## src/rtl/mdio_pkg.sv

```systemverilog
package mdio_pkg;
  localparam int FRAME_BITS = 64;
  localparam int IDX_W      = $clog2(FRAME_BITS);
  localparam int REL_IDX    = 46;  // first bit the master releases on a read
  localparam int TA2_IDX    = 47;  // second turnaround bit, PHY must drive low
  localparam int DAT_IDX    = 48;  // first read data bit
  localparam int GO_BIT     = 31;
  localparam int DIR_BIT    = 26;
  localparam logic [1:0] SOF   = 2'b01;
  localparam logic [1:0] OP_RD = 2'b10;
  localparam logic [1:0] OP_WR = 2'b01;
  localparam logic [1:0] TA_WR = 2'b10;

  function automatic logic [FRAME_BITS-1:0] build_frame(input logic [DIR_BIT:0] c);
    logic wr;
    wr = c[DIR_BIT];
    build_frame = {32'hFFFF_FFFF, SOF, (wr ? OP_WR : OP_RD), c[25:21], c[20:16],
                   (wr ? TA_WR : 2'b00), (wr ? c[15:0] : 16'h0000)};
  endfunction
endpackage

```

## src/rtl/mdio_clkdiv.sv

```systemverilog
module mdio_clkdiv #(
  parameter int DIV_HALF = 2
) (
  input  logic clk_i,
  input  logic rst_ni,
  input  logic run_i,
  output logic mdc_o,
  output logic rise_o,
  output logic fall_o
);
  localparam int DIV_W = (DIV_HALF > 1) ? $clog2(DIV_HALF) : 1;

  logic [DIV_W-1:0] cnt_q;
  logic             mdc_q;
  logic             last;

  assign last   = run_i && (cnt_q == DIV_W'(DIV_HALF - 1));
  assign rise_o = last && !mdc_q;
  assign fall_o = last && mdc_q;
  assign mdc_o  = mdc_q;

  always_ff @(posedge clk_i or negedge rst_ni) begin
    if (!rst_ni) begin
      cnt_q <= '0;
      mdc_q <= 1'b0;
    end else if (!run_i) begin
      cnt_q <= '0;
      mdc_q <= 1'b0;
    end else if (last) begin
      cnt_q <= '0;
      mdc_q <= ~mdc_q;
    end else begin
      cnt_q <= cnt_q + 1'b1;
    end
  end
endmodule

```

## src/rtl/mdio_frame.sv

```systemverilog
module mdio_frame
  import mdio_pkg::*;
(
  input  logic             clk_i,
  input  logic             rst_ni,
  input  logic             start_i,
  input  logic [DIR_BIT:0] cmd_i,
  input  logic             rise_i,
  input  logic             fall_i,
  input  logic             mdio_i,
  output logic             busy_o,
  output logic             done_o,
  output logic             mdio_o,
  output logic             mdio_oe_o,
  output logic             ta_bad_o,
  output logic [15:0]      rdata_o
);
  logic [FRAME_BITS-1:0] sh_q;
  logic [IDX_W-1:0]      idx_q;
  logic                  busy_q, wr_q, ta_bad_q;
  logic [15:0]           rd_q;
  logic                  last_bit;

  assign last_bit  = (idx_q == IDX_W'(FRAME_BITS - 1));
  assign done_o    = busy_q && fall_i && last_bit;
  assign busy_o    = busy_q;
  assign mdio_oe_o = busy_q && (wr_q || (idx_q < IDX_W'(REL_IDX)));
  assign mdio_o    = mdio_oe_o && sh_q[FRAME_BITS-1];
  assign ta_bad_o  = ta_bad_q;
  assign rdata_o   = rd_q;

  always_ff @(posedge clk_i or negedge rst_ni) begin
    if (!rst_ni) begin
      busy_q   <= 1'b0;
      sh_q     <= '0;
      idx_q    <= '0;
      wr_q     <= 1'b0;
      ta_bad_q <= 1'b0;
      rd_q     <= '0;
    end else begin
      if (start_i) begin
        busy_q   <= 1'b1;
        sh_q     <= build_frame(cmd_i);
        idx_q    <= '0;
        wr_q     <= cmd_i[DIR_BIT];
        ta_bad_q <= 1'b0;
      end else if (busy_q && fall_i) begin
        if (last_bit) begin
          busy_q <= 1'b0;
        end else begin
          sh_q  <= {sh_q[FRAME_BITS-2:0], 1'b0};
          idx_q <= idx_q + 1'b1;
        end
      end
      // sample on rising MDC, read frames only
      if (busy_q && rise_i && !wr_q) begin
        if (idx_q == IDX_W'(TA2_IDX)) ta_bad_q <= mdio_i;
        else if (idx_q >= IDX_W'(DAT_IDX)) rd_q <= {rd_q[14:0], mdio_i};
      end
    end
  end
endmodule

```

## src/rtl/mdio_regs.sv

```systemverilog
module mdio_regs
  import mdio_pkg::*;
(
  input  logic        clk_i,
  input  logic        rst_ni,
  input  logic [2:0]  addr_i,
  input  logic        we_i,
  input  logic [7:0]  wdata_i,
  output logic [7:0]  rdata_o,
  input  logic        done_i,
  input  logic        rd_fail_i,
  input  logic [15:0] rd_data_i,
  output logic [31:0] cmd_o,
  output logic [31:0] stat_o
);
  logic [31:0] cmd_q, stat_q;
  logic [31:0] sel_word;

  assign cmd_o    = cmd_q;
  assign stat_o   = stat_q;
  assign sel_word = addr_i[2] ? stat_q : cmd_q;
  assign rdata_o  = sel_word[{addr_i[1:0], 3'b000} +: 8];

  always_ff @(posedge clk_i or negedge rst_ni) begin
    if (!rst_ni) begin
      cmd_q  <= '0;
      stat_q <= '0;
    end else if (done_i) begin
      cmd_q[GO_BIT] <= 1'b0;
      if (!cmd_q[DIR_BIT]) stat_q <= {rd_fail_i, 15'd0, rd_data_i};
    end else if (we_i && !addr_i[2] && !cmd_q[GO_BIT]) begin
      cmd_q[{addr_i[1:0], 3'b000} +: 8] <= wdata_i;
    end
  end
endmodule

```

## src/rtl/mdio_master.sv

```systemverilog
module mdio_master
  import mdio_pkg::*;
#(
  parameter int DIV_HALF = 2
) (
  input  logic       clk_i,
  input  logic       rst_ni,
  input  logic [2:0] reg_addr_i,
  input  logic       reg_we_i,
  input  logic [7:0] reg_wdata_i,
  output logic [7:0] reg_rdata_o,
  output logic       mdc_o,
  output logic       mdio_o,
  output logic       mdio_oe_o,
  input  logic       mdio_i
);
  logic [31:0] cmd_q, stat_q;
  logic        busy, start, done, rise, fall, ta_bad;
  logic [15:0] rd_data;

  assign start = cmd_q[GO_BIT] && !busy;

  mdio_regs i_regs (
    .clk_i     (clk_i),
    .rst_ni    (rst_ni),
    .addr_i    (reg_addr_i),
    .we_i      (reg_we_i),
    .wdata_i   (reg_wdata_i),
    .rdata_o   (reg_rdata_o),
    .done_i    (done),
    .rd_fail_i (ta_bad),
    .rd_data_i (rd_data),
    .cmd_o     (cmd_q),
    .stat_o    (stat_q)
  );

  mdio_clkdiv #(.DIV_HALF(DIV_HALF)) i_clkdiv (
    .clk_i  (clk_i),
    .rst_ni (rst_ni),
    .run_i  (busy),
    .mdc_o  (mdc_o),
    .rise_o (rise),
    .fall_o (fall)
  );

  mdio_frame i_frame (
    .clk_i     (clk_i),
    .rst_ni    (rst_ni),
    .start_i   (start),
    .cmd_i     (cmd_q[DIR_BIT:0]),
    .rise_i    (rise),
    .fall_i    (fall),
    .mdio_i    (mdio_i),
    .busy_o    (busy),
    .done_o    (done),
    .mdio_o    (mdio_o),
    .mdio_oe_o (mdio_oe_o),
    .ta_bad_o  (ta_bad),
    .rdata_o   (rd_data)
  );
endmodule

```

## config.mk

```make
export PLATFORM = sky130hd
export DESIGN_NAME = mdio_master
export DESIGN_NICKNAME = d
export VERILOG_FILES = /design/src/rtl/mdio_pkg.sv /design/src/rtl/mdio_clkdiv.sv /design/src/rtl/mdio_frame.sv /design/src/rtl/mdio_regs.sv /design/src/rtl/mdio_master.sv
export SDC_FILE = /design/constraint.sdc
export NUM_CORES = 1
export LEC_CHECK = 0
export ABC_AREA = 1
export BUFFER_PORTS_ARGS = -buffer_cell sky130_fd_sc_hd__buf_2
export CAP_MARGIN = 10
export CORE_UTILIZATION = 60
export DETAILED_ROUTE_END_ITERATION = 8
export PLACE_DENSITY = 0.76
export SLEW_MARGIN = 30
export SYNTH_ARGS = -nofsm -noshare
export SYNTH_HDL_FRONTEND = slang
export SYNTH_SLANG_ARGS = --single-unit
```

## constraint.sdc

```tcl
create_clock -name clk_i -period 2.4 [get_ports clk_i]
set_input_delay 0.12 -clock clk_i [delete_from_list [all_inputs] [get_ports clk_i]]
set_output_delay 0.12 -clock clk_i [all_outputs]
set_load 0.05 [all_outputs]
```

==> results of run 1 <==
[flip-flops by register name, indices dropped and copies added, names as in the netlist, 6 cells and up]
signal / cells
i_frame.idx_q: 6
i_frame.rdata_o: 16
i_frame.sh_q: 64
i_regs.cmd_o: 32
i_regs.stat_o: 17
[worst max-delay path, cell delays in order, from the launching register on]
cell	delay [ns]
sky130_fd_sc_hd__dfrtp_1	0.46
sky130_fd_sc_hd__nand2_2	0.18
sky130_fd_sc_hd__o21ai_0	0.11
sky130_fd_sc_hd__a21oi_1	0.18
sky130_fd_sc_hd__and2_1	0.14
sky130_fd_sc_hd__buf_2	0.25
[Yosys cell counts, types with 2 or more instances]
master / instances / area [µm²]
sky130_fd_sc_hd__nand2_4: 2 / 22.5
sky130_fd_sc_hd__inv_1: 58 / 218
sky130_fd_sc_hd__a21boi_0: 5 / 37.5
sky130_fd_sc_hd__nor3_1: 11 / 55.1
sky130_fd_sc_hd__o21ai_2: 10 / 87.6
sky130_fd_sc_hd__nand4_1: 34 / 213
sky130_fd_sc_hd__buf_4: 9 / 67.6
sky130_fd_sc_hd__o21ai_1: 7 / 35.0
sky130_fd_sc_hd__nor2_1: 146 / 548
sky130_fd_sc_hd__clkinv_1: 3 / 11.3
sky130_fd_sc_hd__ha_1: 6 / 75.1
sky130_fd_sc_hd__nor2_2: 3 / 18.8
sky130_fd_sc_hd__nand2_1: 233 / 875
sky130_fd_sc_hd__o211ai_1: 6 / 45.0
sky130_fd_sc_hd__nand3_1: 18 / 90.1
sky130_fd_sc_hd__o21ai_0: 71 / 355
sky130_fd_sc_hd__clkbuf_1: 13 / 48.8
sky130_fd_sc_hd__buf_1: 3 / 11.3
sky130_fd_sc_hd__buf_2: 12 / 60.1
sky130_fd_sc_hd__nor2_4: 3 / 33.8
sky130_fd_sc_hd__buf_6: 6 / 67.6
sky130_fd_sc_hd__dfrtp_1: 140 / 3500
sky130_fd_sc_hd__a21oi_1: 23 / 115
[worst paths after layout]
kind / cells after the start / startpoint / end / slack, ns
hold reg to reg: 1 / i_clkdiv.cnt_q$_DFF_PN0_ / i_clkdiv.cnt_q$_DFF_PN0_ / 0.46
min in group asynchronous: 2 / rst_ni / i_frame.sh_q[49]$_DFFE_PN0P_ / 0.11
hold / removal: 5 / reg_we_i / i_regs.cmd_o[15]$_DFFE_PN0P_ / 0.09
max in group asynchronous: 3 / rst_ni / i_regs.cmd_o[28]$_DFFE_PN0P_ / 1.54
setup reg to reg: 7 / i_frame.idx_q[0]$_DFFE_PN0P_ / i_regs.cmd_o[17]$_DFFE_PN0P_ / 0.49
setup / recovery: 5 / i_frame.idx_q[5]$_DFFE_PN0P_ / mdio_o / 0.43
[power breakdown]
group          leakage [nW]  internal [mW]  switching [mW]  total (mW)
logic                  1.70         0.0621           0.175       0.237
clock network         0.289           1.65           0.977        2.63
registers              1.82           2.36               0        2.36
[placed cells by master, fill, tap and decap left out, types with 2 or more instances in the layout]
cell and instances:
sky130_fd_sc_hd__nor2_1 146, sky130_fd_sc_hd__nand3_1 18, sky130_fd_sc_hd__ha_1 6, sky130_fd_sc_hd__clkinv_2 4, sky130_fd_sc_hd__nand2_4 2, sky130_fd_sc_hd__clkbuf_16 16
sky130_fd_sc_hd__dlygate4sd3_1 10, sky130_fd_sc_hd__clkinvlp_4 3, sky130_fd_sc_hd__inv_1 58, sky130_fd_sc_hd__o21ai_1 7, sky130_fd_sc_hd__bufinv_16 3, sky130_fd_sc_hd__o21ai_2 10
sky130_fd_sc_hd__o21ai_0 71, sky130_fd_sc_hd__a21boi_0 5, sky130_fd_sc_hd__nor2_4 3, sky130_fd_sc_hd__clkinv_1 3, sky130_fd_sc_hd__nor3_1 11, sky130_fd_sc_hd__buf_12 2
sky130_fd_sc_hd__dfrtp_1 140, sky130_fd_sc_hd__o211ai_1 6, sky130_fd_sc_hd__nand2_1 233, sky130_fd_sc_hd__nand4_1 34, sky130_fd_sc_hd__clkbuf_8 4, sky130_fd_sc_hd__a21oi_1 23
sky130_fd_sc_hd__nor2_2 3, sky130_fd_sc_hd__buf_2 24, sky130_fd_sc_hd__buf_4 14
[logic make-up after synthesis]
family | Yosys count
adder cells (fa/ha/maj) | 6
flip-flops | 140
AND/OR/NAND/NOR | 455
buffers and inverters | 106
XOR/XNOR | 1
AO/OA/AOI/OAI | 126
[per-layer routing]
layer / vias up / track usage [%] / share of wire, % / wire, µm
met5: - / 0 / 0 / 0
met4: 0 / 10.8 / 2.4 / 362
met3: 24 / 7.38 / 5.1 / 769
met2: 156 / 46.1 / 48 / 7270
met1: 2595 / 37.1 / 44 / 6590
li1: 2720 / - / - / -
[final cells by class]
class	instances	area [µm²]	area share [%]
Clock inverter	11	141	1.86
Inverter	62	233	3.06
Timing Repair Buffer	51	377	4.96
Multi-Input combinational cell	588	2710	35.7
Tap cell	140	175	2.31
Clock buffer	20	455	6.00
Sequential cell	140	3500	46.1
==> metrics.txt, run 1 <==
# TYPE chip_impl_metric gauge
chip_impl_metric{name="synth.avg_cell_area",unit="µm²"} 8.04
chip_impl_metric{name="gr-total-overflow",unit=""} 0
chip_impl_metric{name="max_cap_viol_count",unit=""} 0
chip_impl_metric{name="final_net_count",unit=""} 881
chip_impl_metric{name="muxShareOfSynthArea",unit="%"} 0
chip_impl_metric{name="slew_limit_fails",unit=""} 0
chip_impl_metric{name="final-instance-count-excl-fill",unit=""} 1012
chip_impl_metric{name="post_synth_xor_area_fraction",unit="%"} 0.131
chip_impl_metric{name="grt_max_degree",unit=""} 61
chip_impl_metric{name="synth-seq-cells",unit=""} 140
chip_impl_metric{name="avgViaCountPerCell",unit=""} 5.43
chip_impl_metric{name="fp.dieW",unit="µm"} 108
chip_impl_metric{name="cts_hold_repair.buffers",unit=""} 10
chip_impl_metric{name="yosys.cell_types.count",unit=""} 35
chip_impl_metric{name="timing.critical_path.required",unit="ns"} 2.28
chip_impl_metric{name="post_cts_resize_count",unit=""} 0
chip_impl_metric{name="place.port_buffers",unit=""} 25
chip_impl_metric{name="drc",unit=""} 0
chip_impl_metric{name="post-route-cell-area",unit="µm²"} 7600
chip_impl_metric{name="number_of_buffers_created_by_cts",unit=""} 17
chip_impl_metric{name="dpl.hpwl",unit="µm"} 10200
chip_impl_metric{name="cts.sink_count",unit=""} 140
chip_impl_metric{name="post_synthesis_compound_gate_area_fraction",unit="%"} 10.7
chip_impl_metric{name="floorplan.die_area",unit="µm²"} 11600
chip_impl_metric{name="timing.final.crit_period",unit="ns"} 1.97
chip_impl_metric{name="cts_max_level",unit=""} 4
chip_impl_metric{name="detailedRoute.firstPassIterationCount",unit=""} 7
chip_impl_info{name="outcome",value="finished clean"} 1
chip_impl_info{name="criticalPathCategory",value="reg -> out"} 1
chip_impl_metric{name="place_worst_setup_slack",unit="ns"} 0.400
chip_impl_metric{name="max_freq",unit="MHz"} 507
chip_impl_metric{name="die_y",unit="µm"} 108
chip_impl_metric{name="power-per-cell-area",unit="nW/µm²"} 689
chip_impl_metric{name="post_synth_and_or_nand_nor_area_fraction",unit="%"} 28.5
chip_impl_metric{name="cts.repair_timing.setup_buffer_count",unit=""} 0
chip_impl_info{name="synth_flop_cell",value="sky130_fd_sc_hd__dfrtp_1"} 1
chip_impl_metric{name="worst_max_slew_margin_expressed_relative_to_the_limit",unit="%"} 55.4
chip_impl_metric{name="adder_and_majority_gate_portion_of_the_synthesized_area",unit="%"} 1.12
chip_impl_metric{name="fin_util",unit="%"} 69.8
chip_impl_info{name="synth_top_family_by_area",value="simple AND/OR/NAND/NOR gates"} 1
chip_impl_metric{name="io_pins",unit=""} 26
chip_impl_info{name="rsz0062_at_grt",value="false"} 1
chip_impl_metric{name="asr_flop_ratio_synth",unit="%"} 100
chip_impl_metric{name="synthCells",unit=""} 834
chip_impl_metric{name="place_congestion",unit=""} 0.892
chip_impl_metric{name="report.final.setup_viol",unit=""} 0
chip_impl_metric{name="syn2layout_area_growth",unit="%"} 13.2
chip_impl_metric{name="antenna_found_initial",unit=""} 0
chip_impl_metric{name="initial_core_util",unit="%"} 61.6
chip_impl_metric{name="wl_per_cell",unit="µm"} 14.8
chip_impl_metric{name="fin_skew",unit="ns"} 0.00744
chip_impl_metric{name="totalWireLength",unit="µm"} 15000
chip_impl_metric{name="number_of_antenna_cells_inserted",unit=""} 0
chip_impl_metric{name="place.detailed.instances",unit=""} 971
chip_impl_metric{name="worst_ep_arrival_time",unit="ns"} 1.85
chip_impl_metric{name="synthesis.nets",unit=""} 855
chip_impl_info{name="tritoncts_clock_tree",value="done"} 1
chip_impl_metric{name="synth.cell_area",unit="µm²"} 6710
chip_impl_metric{name="hold-worst-slack",unit="ns"} 0.0873
chip_impl_metric{name="first_global_vias",unit=""} 5290
chip_impl_metric{name="fraction_of_layout_instances_using_a_drive_strength_above_1",unit="%"} 11.1
chip_impl_metric{name="cp_max_fo",unit=""} 7
chip_impl_metric{name="synth_seq_area_share",unit="%"} 52.2
chip_impl_info{name="timing.critical_path.from_type",value="flop"} 1
chip_impl_metric{name="grt_first_pass_wirelength",unit="µm"} 25300
chip_impl_metric{name="vdd_drop_max",unit="µV"} 611
chip_impl_metric{name="fillCellCount",unit=""} 895
chip_impl_info{name="crit_path_end_kind",value="output port"} 1
chip_impl_metric{name="maximum_buffer_depth_of_the_clock_tree",unit=""} 2
chip_impl_metric{name="p_leak",unit="nW"} 3.81
chip_impl_metric{name="synth_enable_flop_cells",unit=""} 0
chip_impl_metric{name="p_total",unit="mW"} 5.23
chip_impl_metric{name="routed-via-count",unit=""} 5495
chip_impl_info{name="worstHoldPathType",value="in -> reg"} 1
chip_impl_metric{name="detail-route-antenna-nets",unit=""} 0
chip_impl_metric{name="finalHoldViolations",unit=""} 0
chip_impl_metric{name="core_area",unit="µm²"} 10900
chip_impl_metric{name="tightestPinTransition",unit="ns"} 0.669
chip_impl_metric{name="dpl_cell_area",unit="µm²"} 6900
chip_impl_info{name="clockRootBuffer",value="sky130_fd_sc_hd__clkbuf_8"} 1
chip_impl_metric{name="final.period_utilization",unit="%"} 82.2
chip_impl_metric{name="core.rowCount",unit=""} 38
chip_impl_metric{name="clock_pin_slew_worst_setup_and_hold_paths",unit="ns"} 0.06
chip_impl_metric{name="drt_iter0_drc",unit=""} 383
chip_impl_metric{name="worst_slack",unit="ns"} 0.428
chip_impl_metric{name="insertion_delay",unit="ns"} 0.53
chip_impl_metric{name="grt.total_usage",unit="%"} 28.6
chip_impl_metric{name="synthesis.yosys.warnings",unit=""} 0
chip_impl_metric{name="finalSetupTns",unit="ns"} 0
No activity file was read; power rests on OpenSTA's default activity.
==> inputs of run 2 (changes only) <==
Settings changed: ABC_AREA 1 to 0.
Clock period 2.4 ns to 2 ns, I/O delays scaled along.
==> run 2 against run 1 <==
Sequential power rose by 60%. Hold slack worse by 0.069 ns. Sequential cell count unchanged. Die area is 7.1% lower. Combinational power rose to 7.4 times the previous value. Via count down 15%. Sequential share of layout area grew 1.6 points. Utilization up 4.4 points. Synthesized cell count decreased by 28%. Power rose by 67%. Clock skew rose by 0.0022 ns. Cell area shrank 3.3%.
==> metrics.txt, run 2 <==
# TYPE chip_impl_metric gauge
chip_impl_info{name="outcome",value="finished clean"} 1
chip_impl_metric{name="largest_register_ff_count",unit=""} 64
chip_impl_metric{name="yosys.cell_types.count",unit=""} 45
chip_impl_metric{name="number_of_antenna_cells_inserted",unit=""} 0
chip_impl_metric{name="maximum_buffer_depth_of_the_clock_tree",unit=""} 2
chip_impl_metric{name="synthCells",unit=""} 598
chip_impl_metric{name="place_congestion",unit=""} 0.891
chip_impl_metric{name="clock_pin_slew_worst_setup_and_hold_paths",unit="ns"} 0.06
chip_impl_metric{name="fp.dieW",unit="µm"} 104
chip_impl_metric{name="tightestPinTransition",unit="ns"} 0.603
chip_impl_metric{name="hold-worst-slack",unit="ns"} 0.0183
chip_impl_metric{name="synth.cell_area",unit="µm²"} 6230
chip_impl_metric{name="report.final.setup_viol",unit=""} 0
chip_impl_info{name="crit_path_end_kind",value="output port"} 1
chip_impl_info{name="criticalPathCategory",value="reg -> out"} 1
chip_impl_metric{name="synth_enable_flop_cells",unit=""} 0
chip_impl_info{name="startpoint_of_the_most_critical_hold_path",value="reg_we_i"} 1
chip_impl_metric{name="drt_iter0_drc",unit=""} 457
chip_impl_metric{name="fin_skew",unit="ns"} 0.00964
chip_impl_metric{name="fraction_of_layout_instances_using_a_drive_strength_above_1",unit="%"} 21.4
chip_impl_metric{name="grt_first_pass_wirelength",unit="µm"} 23500
chip_impl_metric{name="insertion_delay",unit="ns"} 0.53
chip_impl_metric{name="final.period_utilization",unit="%"} 97.1
chip_impl_metric{name="synthDominantCellAreaShare",unit="%"} 56.3
chip_impl_metric{name="worst_max_slew_margin_expressed_relative_to_the_limit",unit="%"} 59.8
chip_impl_info{name="clockRootBuffer",value="sky130_fd_sc_hd__clkbuf_8"} 1
chip_impl_info{name="rsz0062_at_grt",value="false"} 1
chip_impl_metric{name="worst_ep_arrival_time",unit="ns"} 1.84
chip_impl_info{name="synth_flop_cell",value="sky130_fd_sc_hd__dfrtp_1"} 1
chip_impl_metric{name="synth-seq-cells",unit=""} 140
chip_impl_metric{name="power-per-cell-area",unit="nW/µm²"} 1190
chip_impl_metric{name="cts.sink_count",unit=""} 140
chip_impl_metric{name="cts_max_level",unit=""} 4
chip_impl_info{name="min_delay_worst_endpoint",value="i_regs.cmd_o[31]$_DFFE_PN0P_"} 1
chip_impl_info{name="final_common_cell",value="sky130_fd_sc_hd__nand2_1"} 1
chip_impl_metric{name="grt_max_degree",unit=""} 67
chip_impl_metric{name="max_cap_viol_count",unit=""} 0
chip_impl_metric{name="die_y",unit="µm"} 104
chip_impl_info{name="timing.critical_path.from_type",value="flop"} 1
chip_impl_metric{name="routed-via-count",unit=""} 4665
chip_impl_metric{name="place.port_buffers",unit=""} 25
chip_impl_metric{name="asr_flop_ratio_synth",unit="%"} 100
chip_impl_info{name="synthMostInstantiatedCell",value="sky130_fd_sc_hd__nand2_1"} 1
chip_impl_metric{name="gr-total-overflow",unit=""} 0
chip_impl_metric{name="hold_depth",unit=""} 4
chip_impl_metric{name="core_area",unit="µm²"} 9910
chip_impl_metric{name="wl_per_cell",unit="µm"} 17.6
chip_impl_metric{name="final_net_count",unit=""} 661
chip_impl_info{name="tritoncts_clock_tree",value="done"} 1
chip_impl_metric{name="dpl.hpwl",unit="µm"} 8630
chip_impl_info{name="timing.rr.start",value="i_frame.wr_q$_DFFE_PN0P_"} 1
chip_impl_info{name="registers.top_by_ff_count",value="i_frame.sh_q"} 1
chip_impl_metric{name="finalSetupTns",unit="ns"} 0
chip_impl_metric{name="worstRegToRegCells",unit=""} 4
chip_impl_metric{name="finalHoldViolations",unit=""} 0
chip_impl_metric{name="cp_max_fo",unit=""} 3
chip_impl_metric{name="grt.total_usage",unit="%"} 28.2
chip_impl_metric{name="timing.final.crit_period",unit="ns"} 1.94
chip_impl_metric{name="antenna_found_initial",unit=""} 0
chip_impl_info{name="synth_area_leaders",value="sky130_fd_sc_hd__dfrtp_1 56%, sky130_fd_sc_hd__nand2_1 10%, sky130_fd_sc_hd__mux2_2 6.0%"} 1
chip_impl_metric{name="synth.avg_cell_area",unit="µm²"} 10.4
chip_impl_metric{name="vdd_drop_max",unit="µV"} 675
chip_impl_info{name="yosys-top-cells-count",value="171 x sky130_fd_sc_hd__nand2_1, 140 x sky130_fd_sc_hd__dfrtp_1, 70 x sky130_fd_sc_hd__o21ai_0"} 1
chip_impl_metric{name="first_global_vias",unit=""} 4533
chip_impl_metric{name="p_total",unit="mW"} 8.71
chip_impl_info{name="synth_area_leader_cell",value="sky130_fd_sc_hd__dfrtp_1"} 1
chip_impl_metric{name="syn2layout_area_growth",unit="%"} 18.0
chip_impl_info{name="worst_setup_path_startpoint",value="i_regs.cmd_o[14]$_DFFE_PN0P_"} 1
chip_impl_metric{name="totalWireLength",unit="µm"} 13800
chip_impl_metric{name="synthesis.yosys.warnings",unit=""} 0
chip_impl_metric{name="floorplan.die_area",unit="µm²"} 10800
chip_impl_metric{name="core.rowCount",unit=""} 36
chip_impl_metric{name="multiInputGateArea",unit="µm²"} 2570
chip_impl_metric{name="detail-route-antenna-nets",unit=""} 0
chip_impl_metric{name="initial_core_util",unit="%"} 62.8
chip_impl_metric{name="fillCellCount",unit=""} 659
chip_impl_metric{name="seq_area",unit="µm²"} 3510
chip_impl_metric{name="slew_limit_fails",unit=""} 0
chip_impl_metric{name="synth_seq_area_share",unit="%"} 56.3
chip_impl_metric{name="p_leak",unit="nW"} 3.51
chip_impl_metric{name="synthesis.nets",unit=""} 619
chip_impl_metric{name="number_of_buffers_created_by_cts",unit=""} 17
chip_impl_metric{name="drc",unit=""} 0
chip_impl_metric{name="detailedRoute.firstPassIterationCount",unit=""} 4
chip_impl_metric{name="io_pins",unit=""} 26
chip_impl_metric{name="max_freq",unit="MHz"} 515
chip_impl_metric{name="avgViaCountPerCell",unit=""} 5.94
chip_impl_metric{name="worst-r2r-setup-slack",unit="ns"} 0.13
chip_impl_info{name="worstHoldPathType",value="in -> reg"} 1
chip_impl_info{name="crit-reg2reg-capture",value="i_frame.rdata_o[13]$_DFFE_PN0P_"} 1
chip_impl_info{name="most-common-layout-cells",value="171 x sky130_fd_sc_hd__nand2_1, 138 x sky130_fd_sc_hd__dfrtp_1, 63 x sky130_fd_sc_hd__o21ai_0, 33 x sky130_fd_sc_hd__mux2_2, 32 x sky130_fd_sc_hd__nand3_1"} 1
chip_impl_metric{name="timing.critical_path.required",unit="ns"} 1.90
chip_impl_metric{name="cts.repair_timing.setup_buffer_count",unit=""} 0
## run 2: cell types whose count changed after synthesis, sizes merged, moves of 15 or more
cell and delta:
nand3 +15, nand2 -65, nand4 -31, mux2 +33, a22oi +15, nor2 -147
inv -56, a21oi -18, o21ai -18
## run 2: per-stage QoR
step	instances	util (%)	instance area, µm²	setup WS [ns]
floorplan	598	-	6230	0.0630
global placement	744	67.0	6640	0.203
detailed placement	744	67.0	6640	0.116
CTS	786	74.1	7340	0.0453
global route	786	74.2	7350	0.0139
finish	786	74.2	7350	0.0589
## run 2: timing repair
item	4_1_cts	5_1_grt
hold buffers	10	0
endpoints found under the setup margin	0	4
resized for setup	0	2
endpoints found under the hold margin	92	0
## run 2: where the power goes
part           total, mW  switching (mW)  internal (mW)
Combinational       1.76            1.13          0.632
Clock               3.18            1.19           1.99
Sequential          3.77           0.374           3.40
## run 2: layer usage
metal,part of all wire (%),vias to the layer above,GRT usage (%)
li1,-,2174,-
met1,44,2313,39.8
met2,48,152,43.4
met3,5.2,26,5.51
met4,2.2,0,11.1
met5,0,-,0
## run 2: cell families after synthesis
kind of cell	after synthesis	synth area share, %
multiplexers	50	10.3
AND/OR/NAND/NOR	237	16.7
flip-flops	140	56.3
XOR/XNOR	1	0.141
adder cells (fa/ha/maj)	6	1.21
AO/OA/AOI/OAI	121	12.3
buffers and inverters	43	3.07
## run 2: critical path, stage by stage (launching register included)
cell	delay, ns
sky130_fd_sc_hd__dfrtp_1	0.44
sky130_fd_sc_hd__mux4_2	0.50
sky130_fd_sc_hd__nand2_1	0.08
sky130_fd_sc_hd__o21ai_1	0.06
sky130_fd_sc_hd__buf_2	0.22
## run 2: layout make-up
cell class / count / area share (%)
Tap cell: 133 / 2.26
Multi-Input combinational cell: 415 / 34.9
Sequential cell: 140 / 47.7
Timing Repair Buffer: 61 / 6.66
Inverter: 5 / 0.255
Clock inverter: 11 / 1.92
Clock buffer: 21 / 6.25
## run 2: worst max path at each step
stage                     depth (start not counted)                             to
final                                             4                 reg_rdata_o[6]
after global placement                            5  i_regs.stat_o[13]$_DFFE_PN0P_
after floorplan                                   5  i_regs.stat_o[10]$_DFFE_PN0P_
after CTS                                         4                 reg_rdata_o[6]
after global routing                              4                 reg_rdata_o[7]
after detailed placement                          7   i_frame.sh_q[29]$_DFFE_PN0P_
==> inputs of run 3 (changes only) <==
Settings changed: CORE_UTILIZATION 60 to 40, PLACE_DENSITY 0.76 to 0.54.
==> run 3 against run 2 <==
Sequential share of layout area decreased by 0.46 points. Register-to-register slack better by 0.03 ns. Setup slack gained 0.069 ns. Fmax grew 3.7%. Largest cell class unchanged. Clock power hardly changed.
==> metrics.txt, run 3 (synthesized netlist as in run 2, its figures left out) <==
# TYPE chip_impl_metric gauge
chip_impl_info{name="outcome",value="finished clean"} 1
chip_impl_metric{name="seq_area",unit="µm²"} 3500
chip_impl_metric{name="fraction_of_layout_instances_using_a_drive_strength_above_1",unit="%"} 21.4
chip_impl_info{name="final_common_cell",value="sky130_fd_sc_hd__nand2_1"} 1
chip_impl_info{name="criticalPathCategory",value="reg -> out"} 1
chip_impl_metric{name="finalSetupTns",unit="ns"} 0
chip_impl_info{name="worst_setup_path_startpoint",value="i_regs.cmd_o[4]$_DFFE_PN0P_"} 1
chip_impl_info{name="timing.critical_path.cells",value="mux4_2 -> nand2_1 -> o21ai_1 -> buf_2"} 1
chip_impl_metric{name="fp.dieW",unit="µm"} 127
chip_impl_info{name="worstHoldPathType",value="in -> reg"} 1
chip_impl_metric{name="slowest_delay",unit="ns"} 0.47
chip_impl_metric{name="wl_per_cell",unit="µm"} 17.6
chip_impl_metric{name="cp_max_fo",unit=""} 3
chip_impl_metric{name="largest_register_ff_count",unit=""} 64
chip_impl_metric{name="max_cap_viol_count",unit=""} 0
chip_impl_metric{name="cts.sink_count",unit=""} 140
chip_impl_metric{name="maximum_buffer_depth_of_the_clock_tree",unit=""} 2
chip_impl_metric{name="totalWireLength",unit="µm"} 14800
chip_impl_metric{name="drc",unit=""} 0
chip_impl_metric{name="floorplan.die_area",unit="µm²"} 16100
chip_impl_metric{name="number_of_antenna_cells_inserted",unit=""} 0
chip_impl_metric{name="finalHoldViolations",unit=""} 0
chip_impl_metric{name="vdd_drop_max",unit="µV"} 770
chip_impl_metric{name="worst_max_slew_margin_expressed_relative_to_the_limit",unit="%"} 59.2
chip_impl_metric{name="p_leak",unit="nW"} 3.51
chip_impl_metric{name="cts_max_level",unit=""} 4
chip_impl_metric{name="critical_path_buf_inv_count",unit=""} 1
chip_impl_info{name="clockRootBuffer",value="sky130_fd_sc_hd__clkbuf_16"} 1
chip_impl_metric{name="detail-route-antenna-nets",unit=""} 0
chip_impl_metric{name="slew_limit_fails",unit=""} 0
chip_impl_metric{name="core.rowCount",unit=""} 45
chip_impl_metric{name="grt.total_usage",unit="%"} 20.0
chip_impl_metric{name="io_pins",unit=""} 26
chip_impl_metric{name="power-per-cell-area",unit="nW/µm²"} 1170
chip_impl_info{name="most-common-layout-cells",value="171 x sky130_fd_sc_hd__nand2_1, 139 x sky130_fd_sc_hd__dfrtp_1, 63 x sky130_fd_sc_hd__o21ai_0, 33 x sky130_fd_sc_hd__mux2_2, 32 x sky130_fd_sc_hd__nand3_1"} 1
chip_impl_metric{name="hold-worst-slack",unit="ns"} 0.152
chip_impl_metric{name="tightestPinTransition",unit="ns"} 0.612
chip_impl_metric{name="antenna_found_initial",unit=""} 0
chip_impl_metric{name="place.port_buffers",unit=""} 25
chip_impl_metric{name="fin_skew",unit="ns"} 0.0102
chip_impl_metric{name="routed-via-count",unit=""} 4556
chip_impl_metric{name="gr-total-overflow",unit=""} 0
chip_impl_metric{name="number_of_buffers_created_by_cts",unit=""} 17
chip_impl_info{name="rsz0062_at_grt",value="false"} 1
chip_impl_info{name="crit_path_end_kind",value="output port"} 1
chip_impl_info{name="tritoncts_clock_tree",value="done"} 1
chip_impl_metric{name="final_net_count",unit=""} 662
chip_impl_metric{name="insertion_delay",unit="ns"} 0.42
chip_impl_info{name="startpoint_of_the_most_critical_hold_path",value="reg_we_i"} 1
chip_impl_metric{name="max_freq",unit="MHz"} 534
chip_impl_metric{name="drt_iter0_drc",unit=""} 310
chip_impl_info{name="timing.critical_path.max_delay_family",value="multiplexers"} 1
chip_impl_info{name="registers.top_by_ff_count",value="i_frame.sh_q"} 1
chip_impl_metric{name="grt_max_degree",unit=""} 67
chip_impl_info{name="timing.critical_path.from_type",value="flop"} 1
chip_impl_metric{name="dpl.hpwl",unit="µm"} 9760
chip_impl_metric{name="initial_core_util",unit="%"} 41.0
chip_impl_metric{name="core_area",unit="µm²"} 15200
chip_impl_metric{name="final.period_utilization",unit="%"} 93.6
chip_impl_info{name="timing.rr.start",value="i_frame.idx_q[1]$_DFFE_PN0P_"} 1
chip_impl_metric{name="worst_ep_arrival_time",unit="ns"} 1.77
chip_impl_metric{name="fillCellCount",unit=""} 1424
chip_impl_metric{name="grt_first_pass_wirelength",unit="µm"} 24500
chip_impl_metric{name="multiInputGateArea",unit="µm²"} 2570
chip_impl_metric{name="timing.final.crit_period",unit="ns"} 1.87
chip_impl_metric{name="syn2layout_area_growth",unit="%"} 19.1
chip_impl_metric{name="detailedRoute.firstPassIterationCount",unit=""} 4
chip_impl_metric{name="avgViaCountPerCell",unit=""} 5.41
chip_impl_metric{name="clock_pin_slew_worst_setup_and_hold_paths",unit="ns"} 0.06
chip_impl_metric{name="report.final.setup_viol",unit=""} 0
chip_impl_metric{name="place_congestion",unit=""} 0.873
chip_impl_info{name="slowest_stage",value="sky130_fd_sc_hd__mux4_2"} 1
chip_impl_metric{name="die_y",unit="µm"} 127
chip_impl_metric{name="first_global_vias",unit=""} 4499
chip_impl_metric{name="timing.critical_path.required",unit="ns"} 1.90
-- run 3: changes by cell type in the layout (fill, tap and decap cells not counted), sizes merged --
cell      before  now
clkinv         6    8
buf           51   52
bufinv         3    2
clkbuf        21   20
clkinvlp       3    2
inv            4    5
-- run 3: repair_timing --
action / in CTS / in global routing
hold buffers: 10 / 0
setup endpoints to repair: 0 / 1
gates resized for setup: 0 / 1
setup buffers: 0 / 0
endpoints found under the hold margin: 87 / 0
-- run 3: layout make-up --
type	count	share of cell area [%]
flip-flops and latches	140	47.3
inverters	5	0.253
clock inverters	12	1.86
well taps	188	3.17
multi-input cells	415	34.6
repair buffers	62	6.70
clock buffers	20	6.16
-- run 3: final timing paths --
path                                                endpoint  slack, ns  cells past startpoint
min in group asynchronous       i_frame.sh_q[59]$_DFFE_PN0P_       0.24                      2
worst max register to register  i_regs.cmd_o[20]$_DFFE_PN0P_       0.16                      6
worst min register to register  i_frame.sh_q[40]$_DFFE_PN0P_       0.46                      2
worst max-delay path                          reg_rdata_o[4]       0.13                      4
max in group asynchronous       i_regs.cmd_o[16]$_DFFE_PN0P_       1.07                      3
worst min-delay path            i_regs.cmd_o[31]$_DFFE_PN0P_       0.15                      4
-- run 3: through the flow --
| step | worst slack [ns] | instance area, µm² | util [%] | cells | total power, mW |
|---|---|---|---|---|---|
| global placement | 0.167 | 6720 | 44.2 | 800 | 5.47 |
| CTS | 0.0964 | 7410 | 48.8 | 842 | 8.75 |
| global route | 0.0437 | 7420 | 48.8 | 842 | 9.14 |
| floorplan | 0.0630 | 6230 | - | 598 | 4.94 |
| finish | 0.128 | 7420 | 48.8 | 842 | 8.67 |
| detailed placement | 0.104 | 6720 | 44.2 | 800 | 5.55 |
-- run 3: routing by layer --
metal	part of all wire [%]	track usage, %
met1	47	27.8
met4	2.0	7.70
met5	0	0
met2	47	30.9
met3	3.8	4.09
-- run 3: report_power, final --
group,leakage (nW),switching (mW),internal [mW]
Combinational,1.35,1.12,0.627
Clock,0.287,1.24,1.91
Sequential,1.87,0.375,3.40
Total,3.51,2.74,5.93
-- run 3: worst min-delay path: cells and delay by family --
kind / cells / cell delay (ns)
buf+inv: 1 / 0.09
simple gates: 2 / 0.28
compound gates: 1 / 0.07
